File: config.mk
export PLATFORM = sky130hd
export DESIGN_NAME = spwm_quad
export DESIGN_NICKNAME = d
export VERILOG_FILES = /design/src/rtl/spwm_pkg.sv /design/src/rtl/spwm_timebase.sv /design/src/rtl/spwm_channel.sv /design/src/rtl/spwm_quad.sv
export SDC_FILE = /design/constraint.sdc
export NUM_CORES = 1
export LEC_CHECK = 0
export ABC_CLOCK_PERIOD_IN_PS = 2700
export BUFFER_PORTS_ARGS = -buffer_cell sky130_fd_sc_hd__buf_2
export CAP_MARGIN = 30
export CORE_ASPECT_RATIO = 0.75
export CORE_MARGIN = 2
export CORE_UTILIZATION = 30
export DETAILED_ROUTE_END_ITERATION = 8
export PLACE_DENSITY = 0.44
export SLEW_MARGIN = 0
export SYNTH_ARGS = -nofsm -noshare
export SYNTH_HDL_FRONTEND = slang
export SYNTH_SLANG_ARGS = --single-unit
export TNS_END_PERCENT = 10
File: constraint.sdc
create_clock -name clk_i -period 2.7 [get_ports clk_i]
set_input_delay 0.135 -clock clk_i [delete_from_list [all_inputs] [get_ports clk_i]]
set_output_delay 0.135 -clock clk_i [all_outputs]
set_load 0.03 [all_outputs]
File: src/rtl/spwm_pkg.sv
package spwm_pkg;
  typedef enum logic {
    SPLIT_6_2 = 1'b0,
    SPLIT_7_1 = 1'b1
  } split_e;
endpackage

File: src/rtl/spwm_timebase.sv
module spwm_timebase #(
  parameter int unsigned CNT_W = 8
) (
  input  logic             clk_i,
  input  logic             rst_ni,
  output logic [CNT_W-1:0] cnt_o,
  output logic             wrap_o
);
  logic [CNT_W-1:0] cnt_q, cnt_d;

  always_comb begin
    cnt_d = cnt_q + 1'b1;
  end

  always_ff @(posedge clk_i or negedge rst_ni) begin
    if (!rst_ni) cnt_q <= '0;
    else         cnt_q <= cnt_d;
  end

  assign cnt_o  = cnt_q;
  assign wrap_o = (cnt_q == {CNT_W{1'b1}});
endmodule

File: src/rtl/spwm_channel.sv
module spwm_channel
  import spwm_pkg::*;
#(
  parameter int unsigned DW = 8
) (
  input  logic          clk_i,
  input  logic          rst_ni,
  input  logic [DW-1:0] cnt_i,
  input  logic          wrap_i,
  input  split_e        split_i,
  input  logic          wr_en_i,
  input  logic [DW-1:0] wr_data_i,
  output logic [DW-1:0] act_o,
  output logic [DW-1:0] pend_o,
  output logic          raw_o
);
  localparam int unsigned CA_W = DW - 2;
  localparam int unsigned CB_W = DW - 1;

  logic [DW-1:0] pend_q, pend_d, act_q, act_d;

  always_comb begin
    pend_d = wr_en_i ? wr_data_i : pend_q;
    act_d  = wrap_i  ? pend_d    : act_q;
  end

  always_ff @(posedge clk_i or negedge rst_ni) begin
    if (!rst_ni) begin
      pend_q <= '0;
      act_q  <= '0;
    end else begin
      if (wr_en_i) pend_q <= pend_d;
      if (wrap_i)  act_q  <= act_d;
    end
  end

  logic [CA_W-1:0] pos_a, crs_a;
  logic [1:0]      idx_a, fin_a;
  logic [DW-1:0]   thr_a;
  logic            hi_a;
  logic [CB_W-1:0] pos_b, crs_b;
  logic            idx_b, fin_b;
  logic [DW-1:0]   thr_b;
  logic            hi_b;

  always_comb begin
    crs_a = act_q[DW-1:2];
    fin_a = act_q[1:0];
    idx_a = cnt_i[DW-1:DW-2];
    pos_a = cnt_i[CA_W-1:0];
    thr_a = {2'b00, crs_a} + {{(DW-1){1'b0}}, (idx_a < fin_a)};
    hi_a  = ({2'b00, pos_a} < thr_a);

    crs_b = act_q[DW-1:1];
    fin_b = act_q[0];
    idx_b = cnt_i[DW-1];
    pos_b = cnt_i[CB_W-1:0];
    thr_b = {1'b0, crs_b} + {{(DW-1){1'b0}}, (idx_b < fin_b)};
    hi_b  = ({1'b0, pos_b} < thr_b);
  end

  assign raw_o  = (split_i == SPLIT_7_1) ? hi_b : hi_a;
  assign act_o  = act_q;
  assign pend_o = pend_q;
endmodule

File: src/rtl/spwm_quad.sv
module spwm_quad
  import spwm_pkg::*;
#(
  parameter int unsigned CH_N = 4,
  parameter int unsigned DW   = 8
) (
  input  logic            clk_i,
  input  logic            rst_ni,
  input  logic            split_sel_i,
  input  logic [DW-1:0]   duty_wdata_i,
  input  logic [CH_N-1:0] duty_wr_i,
  input  logic [CH_N-1:0] pin_oe_i,
  input  logic [CH_N-1:0] pin_dat_i,
  output logic [CH_N-1:0] pwm_o
);
  logic [DW-1:0]      cnt;
  logic               wrap;
  logic [CH_N*DW-1:0] act_flat, pend_flat;
  logic [CH_N-1:0]    raw;
  split_e             split;

  assign split = split_e'(split_sel_i);

  spwm_timebase #(.CNT_W(DW)) tb_i (
    .clk_i  (clk_i),
    .rst_ni (rst_ni),
    .cnt_o  (cnt),
    .wrap_o (wrap)
  );

  for (genvar c = 0; c < CH_N; c++) begin : g_ch
    spwm_channel #(.DW(DW)) ch_i (
      .clk_i     (clk_i),
      .rst_ni    (rst_ni),
      .cnt_i     (cnt),
      .wrap_i    (wrap),
      .split_i   (split),
      .wr_en_i   (duty_wr_i[c]),
      .wr_data_i (duty_wdata_i),
      .act_o     (act_flat[c*DW +: DW]),
      .pend_o    (pend_flat[c*DW +: DW]),
      .raw_o     (raw[c])
    );
  end

  assign pwm_o = raw & pin_oe_i & pin_dat_i;
endmodule

### Word level (Yosys, flattened, before mapping)

Index checks and enable logic that the tools add are counted.

* bits in registers: 72

* add/subtract/negate cells: 9
* magnitude comparators: 16
* eq/ne operators: 1
* mux-type cells: 8
* bitwise gates (word level): 2

Operator list (count)
* adder 7 x 1 -> 8 bit: 4
* less-than comparator 6 x 8 -> 1 bit: 4
* less-than comparator 7 x 8 -> 1 bit: 4
* 2-to-1 mux 8 bit: 4
* adder 6 x 1 -> 7 bit: 4
* adder 8 x 1 -> 8 bit (second input constant): 1
* AND 4 bit: 2
* equality test 8 bit (second input constant): 1
* less-than comparator 2 bit: 4
* less-than comparator 1 bit: 4
* 2-to-1 mux 1 bit: 4

### Longest topological paths before layout

Gate-level depths: netlist of run 1.

* word-level depth: 6
* mapped depth: 11
* gate-level depth less buffers: 11

### Cells and area by module

Synthesis of run 1 repeated with hierarchy kept, for this count alone.

* cell total of the unflattened synthesis: 430
* area total of the unflattened synthesis: 4738.3 sq um

By module, submodules not included
* spwm_channel: instances 4, cells each 100, area an instance 1097.3 sq um
* spwm_timebase: instances 1, cells each 26, area an instance 324.1 sq um
* spwm_quad: instances 1, cells each 4, area an instance 25.0 sq um

### Worst setup path after synthesis of run 1

OpenSTA, ideal clock, no wires.

* kind: reg-to-output
* from: reg tb_i.cnt_q[7], in the netlist tb_i.cnt_o[7]
* to: out pwm_o[1]
* arrival time: 2.954 ns
* data required time: 2.565 ns
* setup slack: -0.389 ns
* stages on the path, launching flop included: 11
* buffers on the path: 0
* cells stage by stage: dfrtp_1 > ha_1 > a21oi_1 > ha_1 > nand2_1 > xor2_1 > ha_1 > a211o_1 > a31oi_1 > o21ai_0 > a221oi_1

* longest elaborated chain between the ends: 6
* elaborated cells between the ends (all ways): 9
* classes of those cells: add/sub (2); order compare (4); mux (1); bitwise (2)

RTL lines
* start: declaration: RTL line spwm_timebase.sv:9 `logic [CNT_W-1:0] cnt_q, cnt_d;`
* start signal: assignment: RTL line spwm_timebase.sv:17 `else cnt_q <= cnt_d;`
* less-than comparator 2 bit or less-than comparator 1 bit (tied branches): RTL line spwm_channel.sv:51, spwm_channel.sv:58
* adder 6 x 1 -> 7 bit or adder 7 x 1 -> 8 bit (tied branches): RTL line spwm_channel.sv:51, spwm_channel.sv:58
* less-than comparator 6 x 8 -> 1 bit or less-than comparator 7 x 8 -> 1 bit (tied branches): RTL line spwm_channel.sv:52, spwm_channel.sv:59
* 2-to-1 mux 1 bit (*): RTL line spwm_channel.sv:62 `assign raw_o = (split_i == SPLIT_7_1) ? hi_b : hi_a;`
* AND 4 bit (*) (2 in series): RTL line spwm_quad.sv:46 `assign pwm_o = raw & pin_oe_i & pin_dat_i;`
* end: declaration: RTL line spwm_quad.sv:14 `output logic [CH_N-1:0] pwm_o`

Every way passes the cells marked *; elsewhere a longest branch is shown, timed or not.

### Worst setup path after layout of run 1

* from: reg tb_i.cnt_q[6], in the netlist tb_i.cnt_o[6]
* to: out pwm_o[2]

* longest elaborated chain between the ends: 6
* elaborated cells between the ends (all ways): 7
* classes of those cells: add/sub (1); order compare (3); mux (1); bitwise (2)

RTL lines
* less-than comparator 2 bit: RTL line spwm_channel.sv:51 `thr_a = {2'b00, crs_a} + {{(DW-1){1'b0}}, (idx_a < fin_a)};`
* adder 6 x 1 -> 7 bit: RTL line spwm_channel.sv:51
* less-than comparator 6 x 8 -> 1 bit: RTL line spwm_channel.sv:52 `hi_a = ({2'b00, pos_a} < thr_a);`
* 2-to-1 mux 1 bit (*): RTL line spwm_channel.sv:62
* AND 4 bit (*) (2 in series): RTL line spwm_quad.sv:46

Marks and branches as above.

==> results.json, run 1 <==
{
  "ir_worst_vdd_uv": 293,
  "finalSetupTns_ns": -1.23,
  "end_kind": "primary output",
  "n_antenna_cell": 0,
  "vias": 3315,
  "setup_viol": 4,
  "drt_pass1_iterations": 4,
  "p_per_area_nw_per_um2": 442,
  "dp.cells": 663,
  "htree_num_levels": 3,
  "synth_flop_cell": "dfrtp_1",
  "p_leak_nw": 2.58,
  "cpMostUsedCell": "buf_4",
  "fillCellCount": 1505,
  "cts_sinks": 72,
  "worst_path_max_delay_cell": "dfrtp_1",
  "dieArea_um2": 16600,
  "final_common_cell": "dfrtp_1",
  "path_cells": "buf_6, buf_4, nand2b_1, a21oi_2, buf_4, ha_2, nand3_1, xor2_1, ha_1, a211oi_2, o21ai_1, a31o_1, a31oi_1, buf_4",
  "path_delay_family": "compound AO/OA/AOI/OAI gates",
  "worstSetupPathType": "reg -> out",
  "fin_util_pct": 38.6,
  "violations": "setup timing",
  "ys_seq_area_share_pct": 38.6,
  "drt_iter0_drc": 113,
  "grt_usage_pct": 15.0,
  "port_buffers": 26,
  "cts_tree": "done",
  "p_sw_w": 0.000564,
  "drive_above_1_share_pct": 36.3,
  "yosysWarnings": 0,
  "fmax_mhz": 327,
  "area_delta_synth_final_pct": 25.7,
  "post_drt_wl_per_cell_um": 17.1,
  "dpl.hpwl_mm": 8.28,
  "start_util_pct": 30.7,
  "outcome": "finished with violations",
  "nets": 563,
  "postSynth.asyncResetShare_pct": 100,
  "dpl-instance-area_um2": 5250,
  "setup_slack_ns": -0.362,
  "regArea_um2": 1800,
  "cp_data_required_time_ns": 2.57,
  "drc": 0,
  "path_buf_inv": 4,
  "power.share.clock_pct": 50.4,
  "avgViaCountPerCell": 4.84,
  "synthCells": 418,
  "maxCapViolations": 0,
  "comb_power_share_pct": 5.8,
  "synth_top_cells_by_area": "dfrtp_1, ha_1, mux2_2",
  "synth.distinct_cells": 38,
  "synth_area_um2": 4670,
  "p_sw_share_pct": 21.7,
  "syn_avg_cell_area_um2": 11.2,
  "hold_viol": 0,
  "die_y_um": 112,
  "gp_congestion": 0.815,
  "yosys.area.top_type_share_pct": 38.6,
  "period_share_pct": 113,
  "hold_path.class": "in -> async",
  "cpPeakStageDelay_ns": 0.40,
  "grt_max_degree": 73,
  "multi_input_area_um2": 2960,
  "cp_max_fo": 5,
  "holdWs_ns": 0.158,
  "antenna_found_initial": 0,
  "drv_slew": 0,
  "path_clk_slew_ns": 0.06,
  "ant_nets": 0,
  "clk_path_buf_depth": 2,
  "fin_cells": 685,
  "arrival_ns": 2.93,
  "overflow": 0,
  "cts_buffers": 9,
  "ys_ff_latch": 72,
  "final_area_um2": 5870,
  "core_um2": 15200,
  "synth_edf_count": 0,
  "final.min_clock_period_ns": 3.06,
  "grt_pass1_vias": 3412,
  "p_seq_share_pct": 43.8,
  "slew_headroom_pct": 48.9,
  "synth_fp_nets": 506,
  "num_rows": 39,
  "grt_pass1_wl_mm": 18.9,
  "final_cell_mix": "dfrtp_1, mux2_2, ha_1",
  "worstSkewPairLatency_ns": 0.33,
  "yosysTopAreaCell": "dfrtp_1",
  "die_x_um": 148,
  "start_kind": "register",
  "drt-total-wl_mm": 11.7,
  "skew_ns": 0.00802,
  "internal_power_w": 0.00203,
  "rsz0062_at_grt": "true",
  "io_pins": 27,
  "cts-root-buf": "clkbuf_16",
  "tightest_slew_ns": 0.767
}
## Yosys cell counts (all sizes together), types with 7 or more instances
| cell | n |
|---|---|
| nand2b | 7 |
| mux2 | 60 |
| o21ai | 20 |
| dfrtp | 72 |
| a21oi | 19 |
| nand2 | 31 |
| xor2 | 35 |
| inv | 11 |
| buf | 9 |
| nand3 | 26 |
| xnor2 | 11 |
| ha | 65 |
## stage by stage
| stage | total power, W | setup WS (ns) |
|---|---|---|
| floorplan | 0.00123 | -0.0322 |
| global placement | 0.00130 | -0.0897 |
| detailed placement | 0.00130 | -0.168 |
| CTS | 0.00263 | -0.382 |
| global route | 0.00269 | -0.522 |
| finish | 0.00260 | -0.362 |
## power groups by stage
stage,logic [W],clock network [W],registers (W)
after floorplan,0.0000792,0,0.00115
after global placement,0.000145,0,0.00116
after detailed placement,0.000147,0,0.00116
after CTS,0.000151,0.00134,0.00114
after global routing,0.000168,0.00139,0.00114
final,0.000151,0.00131,0.00114
## final timing paths
kind	endpoint	depth (start not counted)	slack (ns)	from
max	pwm_o[2]	14	-0.36	tb_i.cnt_o[6]$_DFF_PN0_
min	tb_i.cnt_o[2]$_DFF_PN0_	2	0.16	rst_ni
max reg2reg	g_ch[1].ch_i.act_o[4]$_DFFE_PN0N_	5	0.46	tb_i.cnt_o[3]$_DFF_PN0_
min reg2reg	g_ch[1].ch_i.pend_o[0]$_DFFE_PN0P_	1	0.49	g_ch[1].ch_i.pend_o[0]$_DFFE_PN0P_
max in group asynchronous	g_ch[2].ch_i.pend_o[6]$_DFFE_PN0P_	3	2.01	rst_ni
min in group clk_i	g_ch[1].ch_i.pend_o[4]$_DFFE_PN0P_	2	0.16	duty_wdata_i[4]
## cell families (layout without fill, tap and decap cells)
kind of cell               Yosys count  in the layout  share of synthesized area [%]
AOI/OAI and AO/OA                   61             61                           8.41
buffers and inverters               25             87                           2.81
xor gates and xnor gates            46             46                           8.62
DFF                                 72             72                           38.6
adders and majority gates           65             65                           17.4
and+or+nand+nor                     89             89                           9.72
muxes                               60             60                           14.5
## metal layers
metal | GRT usage, % | vias up | share of wire [%]
li1 | - | 1614 | -
met1 | 23.0 | 1649 | 53
met2 | 21.9 | 40 | 42
met3 | 3.13 | 12 | 3.2
met4 | 3.11 | 0 | 1.0
met5 | 0 | - | 0
## sequential cells by signal, summed over array words and instances, names as in the netlist
name and count:
tb_i.cnt_o 8, g_ch.ch_i.act_o 32, g_ch.ch_i.pend_o 32
## final cells by class
type                       instances  share of cell area [%]
multi-input combinational        321                    50.4
clock inverter                     4                    1.32
timing repair buffer              60                    8.27
inverter                          11                   0.703
clock buffer                      12                    4.20
tap                              205                    4.37
sequential                        72                    30.7
## what timing repair did
action,4_1_cts,5_1_grt
setup buffers,3,0
pin swaps,19,11
endpoints found under the setup margin,4,4
hold buffers,1,0
cloned,1,0
gates resized for setup,40,9
hold endpoints to repair,65,0
(Power assumes the default switching activity.)
==> run 2: changes to the inputs <==
REMOVE_ABC_BUFFERS = 1   (was unset)
SETUP_SLACK_MARGIN = 0.3   (was unset)
==> results.json, run 2 (synthesis gave the netlist of run 1 again) <==
{
  "start_kind": "register",
  "period_share_pct": 113,
  "worstSkewPairLatency_ns": 0.33,
  "power.share.clock_pct": 52.1,
  "slew_headroom_pct": 53.1,
  "grt_usage_pct": 14.3,
  "final_cell_mix": "dfrtp_1, mux2_2, ha_1",
  "antenna_found_initial": 0,
  "finalSetupTns_ns": -1.19,
  "drv_slew": 0,
  "cts-root-buf": "clkbuf_16",
  "drt_iter0_drc": 96,
  "io_pins": 27,
  "drc": 0,
  "p_seq_share_pct": 42.5,
  "hold_viol": 0,
  "outcome": "finished with violations",
  "avgViaCountPerCell": 4.71,
  "vias": 3237,
  "rsz0062_at_grt": "true",
  "drt-total-wl_mm": 11.1,
  "setup_slack_ns": -0.342,
  "arrival_ns": 2.91,
  "grt_pass1_vias": 3320,
  "gp_congestion": 0.783,
  "final_common_cell": "dfrtp_1",
  "cts_tree": "done",
  "clk_path_buf_depth": 2,
  "dpl_worst_slack_ns": -0.254,
  "htree_num_levels": 3,
  "drive_above_1_share_pct": 36.3,
  "path_delay_family": "adder cells",
  "worst_path_max_delay_cell": "dfrtp_2",
  "dieArea_um2": 16600,
  "overflow": 0,
  "ir_worst_vdd_uv": 271,
  "comb_power_share_pct": 5.5,
  "cts_sinks": 72,
  "final.min_clock_period_ns": 3.04,
  "path_cells": "buf_6, ha_4, a21oi_2, ha_2, nand2_2, xor2_1, ha_1, a211oi_2, o21ai_1, a31o_1, a31oi_1, buf_4",
  "fmax_mhz": 329,
  "nets": 565,
  "setup_viol": 4,
  "path_buf_inv": 2,
  "post_drt_wl_per_cell_um": 16.2,
  "cts_buffers": 9,
  "p_leak_nw": 2.60,
  "end_kind": "primary output",
  "die_y_um": 112,
  "cpPeakStageDelay_ns": 0.47,
  "grt_max_degree": 73,
  "p_sw_share_pct": 20.0,
  "path_clk_slew_ns": 0.06,
  "skew_ns": 0.00434,
  "grt_pass1_wl_mm": 17.9,
  "p_per_area_nw_per_um2": 459,
  "cp_data_required_time_ns": 2.57,
  "area_delta_synth_final_pct": 24.9,
  "maxCapViolations": 0,
  "ant_nets": 0,
  "dpl.hpwl_mm": 8.36,
  "violations": "setup timing",
  "worstSetupPathType": "reg -> out",
  "start_util_pct": 30.7,
  "cp_max_fo": 6,
  "core_um2": 15200,
  "die_x_um": 148,
  "n_antenna_cell": 0,
  "port_buffers": 26,
  "fillCellCount": 1478,
  "num_rows": 39,
  "hold_path.class": "in -> async",
  "drt_pass1_iterations": 4,
  "p_sw_w": 0.000535,
  "tightest_slew_ns": 0.703,
  "internal_power_w": 0.00214
}
[run 2: cell types whose count changed in the layout (fill, tap and decap cells not counted), moves of 2 or more]
cell / before / now
buf_4: 30 / 37
ha_1: 49 / 53
ha_2: 9 / 5
buf_6: 4 / 1
a211oi_1: 0 / 2
a211oi_2: 4 / 2
clkbuf_1: 2 / 0
clkinv_4: 2 / 0
nor3_1: 2 / 0
nor3_2: 0 / 2
o21ai_0: 13 / 15
o21ai_1: 6 / 4
[run 2: final cells by class]
| type | instances | area [µm²] | share of cell area, % |
|---|---|---|---|
| Multi-Input combinational cell | 321 | 2930 | 50.1 |
| Clock inverter | 5 | 103 | 1.76 |
| Tap cell | 205 | 256 | 4.40 |
| Inverter | 11 | 41.3 | 0.708 |
| Clock buffer | 11 | 253 | 4.33 |
| Sequential cell | 72 | 1800 | 30.9 |
| Timing Repair Buffer | 62 | 452 | 7.74 |
[run 2: through the flow]
stage / cells / hold slack [ns] / area (µm²) / total power, W / util (%)
after global routing: 687 / 0.127 / 5830 / 0.00279 / 38.3
after global placement: 665 / 0.320 / 5210 / 0.00130 / 34.2
final: 687 / 0.139 / 5830 / 0.00268 / 38.3
after floorplan: 404 / -0.161 / 4580 / 0.00122 / -
after CTS: 683 / 0.155 / 5680 / 0.00271 / 37.3
after detailed placement: 665 / 0.332 / 5210 / 0.00130 / 34.2
[run 2: power groups by stage]
stage	clock, W	combinational (W)	sequential (W)
after floorplan	0	0.0000685	0.00115
after global placement	0	0.000140	0.00116
after detailed placement	0	0.000144	0.00116
after CTS	0.00143	0.000147	0.00114
after global routing	0.00148	0.000163	0.00114
final	0.00139	0.000147	0.00114
[run 2: repair_timing]
action | 4_1_cts | 5_1_grt
hold endpoints to repair | 72 | 0
hold buffers | 1 | 0
gates resized for setup | 25 | 21
endpoints found under the setup margin | 4 | 4
buffers inserted | 1 | 3
pin swaps | 14 | 14
[run 2: final timing paths]
| check | startpoint | end | slack, ns | depth (start not counted) |
|---|---|---|---|---|
| setup / recovery | tb_i.cnt_o[7]$_DFF_PN0_ | pwm_o[2] | -0.34 | 12 |
| hold / removal | rst_ni | g_ch[3].ch_i.act_o[7]$_DFFE_PN0N_ | 0.14 | 2 |
| setup reg to reg | tb_i.cnt_o[1]$_DFF_PN0_ | g_ch[2].ch_i.act_o[4]$_DFFE_PN0N_ | 0.52 | 6 |
| hold reg to reg | g_ch[2].ch_i.pend_o[2]$_DFFE_PN0P_ | g_ch[2].ch_i.pend_o[2]$_DFFE_PN0P_ | 0.49 | 1 |
| max in group asynchronous | rst_ni | g_ch[2].ch_i.pend_o[5]$_DFFE_PN0P_ | 2.03 | 3 |
| min in group clk_i | duty_wdata_i[1] | g_ch[3].ch_i.pend_o[1]$_DFFE_PN0P_ | 0.16 | 2 |
[run 2: layer usage]
metal  track usage, %  wire, µm
met1             22.2      6030
met2             20.2      4630
met3             3.58       419
met4             2.48        70
met5                0         0
